<file path="config.mk">
export PLATFORM = sky130hd
export DESIGN_NAME = csg_cmd_reg
export DESIGN_NICKNAME = d
export VERILOG_FILES = /design/src/rtl/csg_pkg.sv /design/src/rtl/csg_rst_sync.sv /design/src/rtl/csg_lane_mux.sv /design/src/rtl/csg_hold_reg.sv /design/src/rtl/csg_cmd_reg.sv
export SDC_FILE = /design/constraint.sdc
export NUM_CORES = 1
export LEC_CHECK = 0
export ABC_AREA = 1
export BUFFER_PORTS_ARGS = -buffer_cell sky130_fd_sc_hd__buf_2
export CAP_MARGIN = 20
export CORE_MARGIN = 5
export CORE_UTILIZATION = 40
export CTS_BUF_LIST = sky130_fd_sc_hd__clkbuf_4 sky130_fd_sc_hd__clkbuf_8
export CTS_CLUSTER_DIAMETER = 40
export CTS_CLUSTER_SIZE = 12
export DETAILED_ROUTE_END_ITERATION = 7
export PLACE_DENSITY = 0.66
export SLEW_MARGIN = 0
export SYNTH_ARGS = -nofsm -noshare
export SYNTH_HDL_FRONTEND = slang
export SYNTH_SLANG_ARGS = --single-unit
</file>
<file path="constraint.sdc">
create_clock -name clk -period 3.6 [get_ports clk]
set_input_delay 0.36 -clock clk [delete_from_list [all_inputs] [get_ports clk]]
set_output_delay 0.36 -clock clk [all_outputs]
set_load 0.02 [all_outputs]
</file>
<file path="src/rtl/csg_pkg.sv">
package csg_pkg;
  typedef enum logic {
    WIDTH_SINGLE = 1'b0,
    WIDTH_DUAL   = 1'b1
  } width_e;

  typedef enum logic {
    GRP_LOW  = 1'b0,
    GRP_HIGH = 1'b1
  } grp_e;
endpackage

</file>
<file path="src/rtl/csg_rst_sync.sv">
module csg_rst_sync #(
  parameter int STAGES = 2
) (
  input  logic clk,
  input  logic arst_n,
  output logic rst_n_sync
);
  logic [STAGES-1:0] sync_q;
  logic [STAGES-1:0] sync_d;

  always_comb begin
    sync_d = {sync_q[STAGES-2:0], 1'b1};
  end

  always_ff @(posedge clk or negedge arst_n) begin
    if (!arst_n) sync_q <= '0;
    else         sync_q <= sync_d;
  end

  assign rst_n_sync = sync_q[STAGES-1];
endmodule

</file>
<file path="src/rtl/csg_lane_mux.sv">
module csg_lane_mux
  import csg_pkg::*;
#(
  parameter int WIDE_W   = 25,
  parameter int NARROW_W = 14
) (
  input  logic [WIDE_W-1:0]   d_in,
  input  logic                cfg_dual,
  input  logic                cfg_grp_hi,
  output logic [WIDE_W-1:0]   nxt_main,
  output logic [NARROW_W-1:0] nxt_dup
);
  localparam int HI_BASE = WIDE_W - NARROW_W;

  width_e                mode;
  grp_e                  grp;
  logic [NARROW_W-1:0]   field;

  always_comb begin
    mode  = width_e'(cfg_dual);
    grp   = grp_e'(cfg_grp_hi);
    field = (grp == GRP_HIGH) ? d_in[HI_BASE +: NARROW_W] : d_in[NARROW_W-1:0];
  end

  for (genvar i = 0; i < WIDE_W; i++) begin : g_main
    if (i < NARROW_W) begin : g_shared
      assign nxt_main[i] = (mode == WIDTH_DUAL) ? field[i] : d_in[i];
    end else begin : g_upper
      assign nxt_main[i] = (mode == WIDTH_DUAL) ? 1'b0 : d_in[i];
    end
  end

  assign nxt_dup = (mode == WIDTH_DUAL) ? field : '0;
endmodule

</file>
<file path="src/rtl/csg_hold_reg.sv">
module csg_hold_reg #(
  parameter int W = 8
) (
  input  logic         clk,
  input  logic         rst_n,
  input  logic         en,
  input  logic [W-1:0] d,
  output logic [W-1:0] q
);
  logic [W-1:0] q_r;
  logic [W-1:0] q_nxt;

  always_comb begin
    q_nxt = en ? d : q_r;
  end

  always_ff @(posedge clk or negedge rst_n) begin
    if (!rst_n) q_r <= '0;
    else        q_r <= q_nxt;
  end

  assign q = q_r;
endmodule

</file>
<file path="src/rtl/csg_cmd_reg.sv">
module csg_cmd_reg #(
  parameter int WIDE_W      = 25,
  parameter int NARROW_W    = 14,
  parameter int SYNC_STAGES = 2
) (
  input  logic                clk,
  input  logic                rst_n,
  input  logic                cfg_dual,
  input  logic                cfg_grp_hi,
  input  logic [WIDE_W-1:0]   d_in,
  input  logic                cs_dimm_n,
  input  logic                cs_rank_n,
  output logic [WIDE_W-1:0]   q_main,
  output logic [NARROW_W-1:0] q_dup,
  output logic                q_cs_n
);
  localparam int UPPER_W = WIDE_W - NARROW_W;

  logic                rst_i;
  logic                upd_en;
  logic [WIDE_W-1:0]   nxt_main;
  logic [NARROW_W-1:0] nxt_dup;

  csg_rst_sync #(.STAGES(SYNC_STAGES)) u_rst (
    .clk(clk), .arst_n(rst_n), .rst_n_sync(rst_i)
  );

  csg_lane_mux #(.WIDE_W(WIDE_W), .NARROW_W(NARROW_W)) u_mux (
    .d_in(d_in), .cfg_dual(cfg_dual), .cfg_grp_hi(cfg_grp_hi),
    .nxt_main(nxt_main), .nxt_dup(nxt_dup)
  );

  // Update unless both chip selects are deasserted.
  always_comb begin
    upd_en = ~(cs_dimm_n & cs_rank_n);
  end

  csg_hold_reg #(.W(WIDE_W)) u_main (
    .clk(clk), .rst_n(rst_i), .en(upd_en), .d(nxt_main), .q(q_main)
  );

  csg_hold_reg #(.W(NARROW_W)) u_dup (
    .clk(clk), .rst_n(rst_i), .en(upd_en), .d(nxt_dup), .q(q_dup)
  );

  csg_hold_reg #(.W(1)) u_cs (
    .clk(clk), .rst_n(rst_i), .en(1'b1), .d(cs_dimm_n), .q(q_cs_n)
  );

  p_hold_r5: assert property (@(posedge clk) disable iff (!rst_i)
    (cs_dimm_n && cs_rank_n) |=> ($stable(q_main) && $stable(q_dup)));

  p_dup_match_r2: assert property (@(posedge clk) disable iff (!rst_i)
    (cfg_dual && upd_en) |=> (q_dup == q_main[NARROW_W-1:0]));

  p_upper_low_r3: assert property (@(posedge clk) disable iff (!rst_i)
    (cfg_dual && upd_en) |=> (q_main[WIDE_W-1 -: UPPER_W] == '0));

  p_single_dup_r1: assert property (@(posedge clk) disable iff (!rst_i)
    (!cfg_dual && upd_en) |=> (q_dup == '0));

  p_cs_follow_r7: assert property (@(posedge clk) disable iff (!rst_i)
    1'b1 |=> (q_cs_n == $past(cs_dimm_n)));

  p_reset_low_r8: assert property (@(posedge clk)
    !rst_i |-> (q_main == '0 && q_dup == '0 && !q_cs_n));
endmodule

</file>
Word level (Yosys, flattened, before mapping):

Index checks and enable logic that the tools add are counted.

* register bits: 42
* bits in latches: 0
* bits in writable memories: 0
* memory bits (read-only): 0
* output and inout bits: 40
* logic and storage cells: 32
* memories: 0

* add/subtract/negate cells: 0
* multipliers: 0
* divide/modulo/power cells: 0
* magnitude comparators: 0
* equal/unequal tests: 0
* shift operators: 0
* muxes and demuxes: 27
* bitwise gates (word level): 1
* reduce and logical (&&, ||, !) cells: 0

Operators with widths (count)
* $mux 14: 2
* $mux 1: 25
* $and 1x1->1: 1

Logic depth before layout (Yosys ltp):

* word-level depth: 2
* depth in mapped cells: 7
* depth with buffers taken out: 6

Modules after synthesis:

A second synthesis with hierarchy kept.

* cells, all modules: 303
* area total of the unflattened synthesis: 2113.3 µm²

By module, submodules not included
* csg_hold_reg at u_main: times used 1, cells an instance 106, area an instance 964.7 µm², sequential area each 625.6 µm²
* csg_hold_reg at u_dup: times used 1, cells an instance 59, area an instance 530.5 µm², sequential area each 350.3 µm²
* csg_lane_mux: times used 1, cells an instance 128, area an instance 516.7 µm², sequential area each 0.0 µm²
* csg_rst_sync: times used 1, cells an instance 3, area an instance 53.8 µm², sequential area each 50.0 µm²
* csg_hold_reg at u_cs: times used 1, cells an instance 5, area an instance 40.0 µm², sequential area each 25.0 µm²
* csg_cmd_reg: times used 1, cells an instance 2, area an instance 7.5 µm², sequential area each 0.0 µm²

Least setup slack after synthesis:

Ideal clock, no wire load.

* path type: input to register
* from: input cs_dimm_n
* to: register u_main.q_r[22] (netlist: u_main.q[22])
* setup time: 0.095 ns
* data arrival time: 0.879 ns
* data required time: 3.505 ns
* slack: 2.626 ns
* stages on the path: 4
* buffers on the path: 1
* cell sequence: nand2_2 -> inv_2 -> buf_2 -> o31ai_1

* word-level cells in the longest chain between the ends: 1

RTL lines
* start, declared: line csg_cmd_reg.sv:11 `input logic cs_dimm_n,`
* $and 1x1->1: line csg_cmd_reg.sv:35 `upd_en = ~(cs_dimm_n & cs_rank_n);`
* end signal, assigned: line csg_hold_reg.sv:19 `else q_r <= q_nxt;`
* end, declared: line csg_hold_reg.sv:10 `logic [W-1:0] q_r;`

No other way between the ends.
A chain may end at the register's enable or synchronous reset.

Worst setup path in the final report:

* from: input cs_dimm_n
* to: register u_dup.q_r[13] (netlist: u_dup.q[13])

* word-level cells in the longest chain between the ends: 1

RTL lines (line)
* $and 1x1->1: csg_cmd_reg.sv:35
* end signal, assigned: csg_hold_reg.sv:19
* end, declared: csg_hold_reg.sv:10

No other way between the ends.

==> impl_results.md <==
* Shortest period the worst path allows at 1.50 ns
* Routed wire length at 4.78 mm
* # rows at 25
* Cell Chain, Critical Path: buf_2 -> nand2_2 -> inv_2 -> o21ai_0
* R2R Path Start: u_rst.sync_q[1]
* Clock Path Buffers at 2
* CTS sink count at 42
* Peak fanout along the critical path at 60
* GR Overflow Total at 0
* Synth cell types at 15
* Final slew viol count at 0
* Max frequency at 0.665 GHz
* Core area at 4660 um2
* First-pass iteration count of the detailed router at 4
* Slowest stage delay, CP at 0.75 ns
* Hold Crit Depth at 1
* Global-route wire length before repair at 8.14 mm
* Finished Core Util at 0.504
* CP endpoint kind: flop
* FF-to-FF path depth at 0
* Area grow syn2layout at 23.7%
* Setup crit start kind: input pin
* Largest net degree at the start of global routing at 61
* CP Buf/Inv Count at 2
* Largest cells by area after synthesis: dfrtp_1 55%, nand2_1 23%, nand3_1 5.5%
* 1st-iter DRT viols at 115
* Ys async rst share at 1.00
* Most numerous cell in the Yosys netlist: nand2_1
* Required @ worst endpoint at 3.75 ns
* Clock buffer count from CTS at 5
* Die height at 78.9 um
* Global-route total usage across every layer at 0.168
* Die area at 6230 um2
* Tightest Pin Transition at 0.897 ns
* Mapped Nets at 271
* Status: complete, no violations
* Post-synth top cells: 114 x nand2_1, 42 x dfrtp_1, 23 x inv_1, 21 x nand3_1, 10 x o31ai_1
* Initial Utilization at 0.408
* WHS Endpoint: u_cs.q
* Avg Synthesized Cell Area at 7.92 um2
* Reg-to-reg slack, setup at 2.67 ns
* Antenna cell count at 0
* Worst Skew at 0.00399 ns
* Gpl congestion at 0.783
* Clock Latency Late Sink at 0.30 ns
* Final setup violation count at 0
* Clock root cell: clkbuf_8
* Reg-to-reg critical path endpoint: u_dup.q[10]
* YS warnings at 0
* CTS tree: done
* Crit path kind: input pin to flop
* Ports at 71
* Vias per std cell at 4.72
* Hold_sp: cs_dimm_n
* H-tree levels at 2
* EDFF count, synth at 0
* Ys flop type: dfrtp_1
* Leakage at 1.38 nW
* Final Cell Area at 2350 um2
* Layout cells sized above 1 at 0.270
* Post-DP HPWL at 3.35 mm
* Resize count post-CTS at 0
* Antenna Nets Post-Route at 0
* Fin nets at 337
* WL/cell at 13.2 um
* Reg clk slew, reported paths at 0.08 ns
* Via count at 1703
* DRC Markers at 0
* RSZ-0062 raised after global routing: no
* Critical path's slowest cell: inv_2
* Initial antenna violation count at 0
* Top-area cell type share of the netlist area at 0.553
* Fin crit share at 0.418
* Fin. Hold Viols at 0
* Arrival time worst endpoint at 1.65 ns
* Worst Hold Class: input pin to flop
* Max_slew headroom at 0.401
* Vias in the first global route at 1699
* Synthesized area at 1900 um2
* I/O Buffers at 70
* Top delay family on crit path: buffers and inverters
* Fillcell total at 466
* Die Wd at 78.9 um
* Max Cap Viol at 0
* Power Density at 449 nW/um2
* Part of the Yosys area used for sequential elements at 0.553
* Area after DPL at 2250 um2
* Fin Setup TNS at 0 ns
* Max VDD drop at 0.175 mV
* Cell taking the most area after synthesis: dfrtp_1
* Synthesized flop and latch total at 42
* Synth Instances at 240
-- metal layers --
metal  track usage  up-vias  wire length (um)
li1              -      876                 -
met1         0.227      774              2220
met2         0.256       51              2210
met3        0.0510        2               316
met4        0.0584        0                36
met5             0        -                 0
-- cell usage in the layout (no fill, tap or decap) --
master	count
clkinv_2	1
clkinvlp_4	1
nand3_1	21
inv_2	3
dlygate4sd3_1	1
clkbuf_8	5
nand2_1	114
o21ai_0	4
buf_2	70
inv_1	23
o31ai_1	10
o21ai_1	7
clkinv_4	1
dfrtp_1	41
a21oi_1	2
nand2_2	1
conb_1	1
dfrtp_2	1
-- per-stage QoR --
step | cells | hold WS (ns) | setup slack [ns] | total power [W]
after global routing | 361 | 0.185 | 1.87 | 0.00111
after detailed placement | 352 | 0.148 | 1.78 | 0.000760
after global placement | 352 | 0.144 | 1.83 | 0.000756
after CTS | 361 | 0.186 | 2.10 | 0.00107
final | 361 | 0.191 | 2.10 | 0.00106
after floorplan | 240 | 0.0644 | 2.34 | 0.000678
-- where the power goes --
part           switching [W]  total [W]  internal, W
clock               0.000172   0.000308     0.000136
sequential         0.0000307   0.000544     0.000513
combinational       0.000136   0.000204    0.0000682
total               0.000338    0.00106     0.000717
-- worst max-delay path by stage --
stage	startpoint	end	depth (start not counted)
detailed placement	cs_dimm_n	u_dup.q[0]	4
floorplan	u_rst.sync_q[1]	u_cs.q	0
global placement	cs_dimm_n	u_dup.q[9]	4
CTS	cs_dimm_n	u_dup.q[13]	4
finish	cs_dimm_n	u_dup.q[13]	4
global route	cs_dimm_n	u_dup.q[0]	4
-- sequential cells by signal, indices dropped and copies added (netlist names) --
register,flops
u_cs.q,1
u_dup.q,14
u_rst.sync_q,2
u_main.q,25
-- layout make-up --
cell class | count | area, um2 | area share
sequential | 42 | 1050 | 0.448
multi-input combinational | 160 | 683 | 0.291
timing repair buffer | 71 | 360 | 0.153
inverter | 26 | 97.6 | 0.0415
clock buffer | 5 | 68.8 | 0.0293
tap | 54 | 67.6 | 0.0287
clock inverter | 3 | 21.3 | 0.00905
-- repair_timing --
item	CTS	global route
setup buffers	0	0
endpoints found under the hold margin	2	0
hold buffers	1	0
-- kinds of logic (layout without fill, tap and decap cells) --
group                  Yosys count  in the layout  share of synthesized area
buffers and inverters           38            105                     0.0876
other                            1              1                    0.00197
and+or+nand+nor                136            136                      0.284
DFF                             42             42                      0.553
AOI/OAI and AO/OA               23             23                     0.0737
Note: power is estimated with default switching activity, not from simulation.
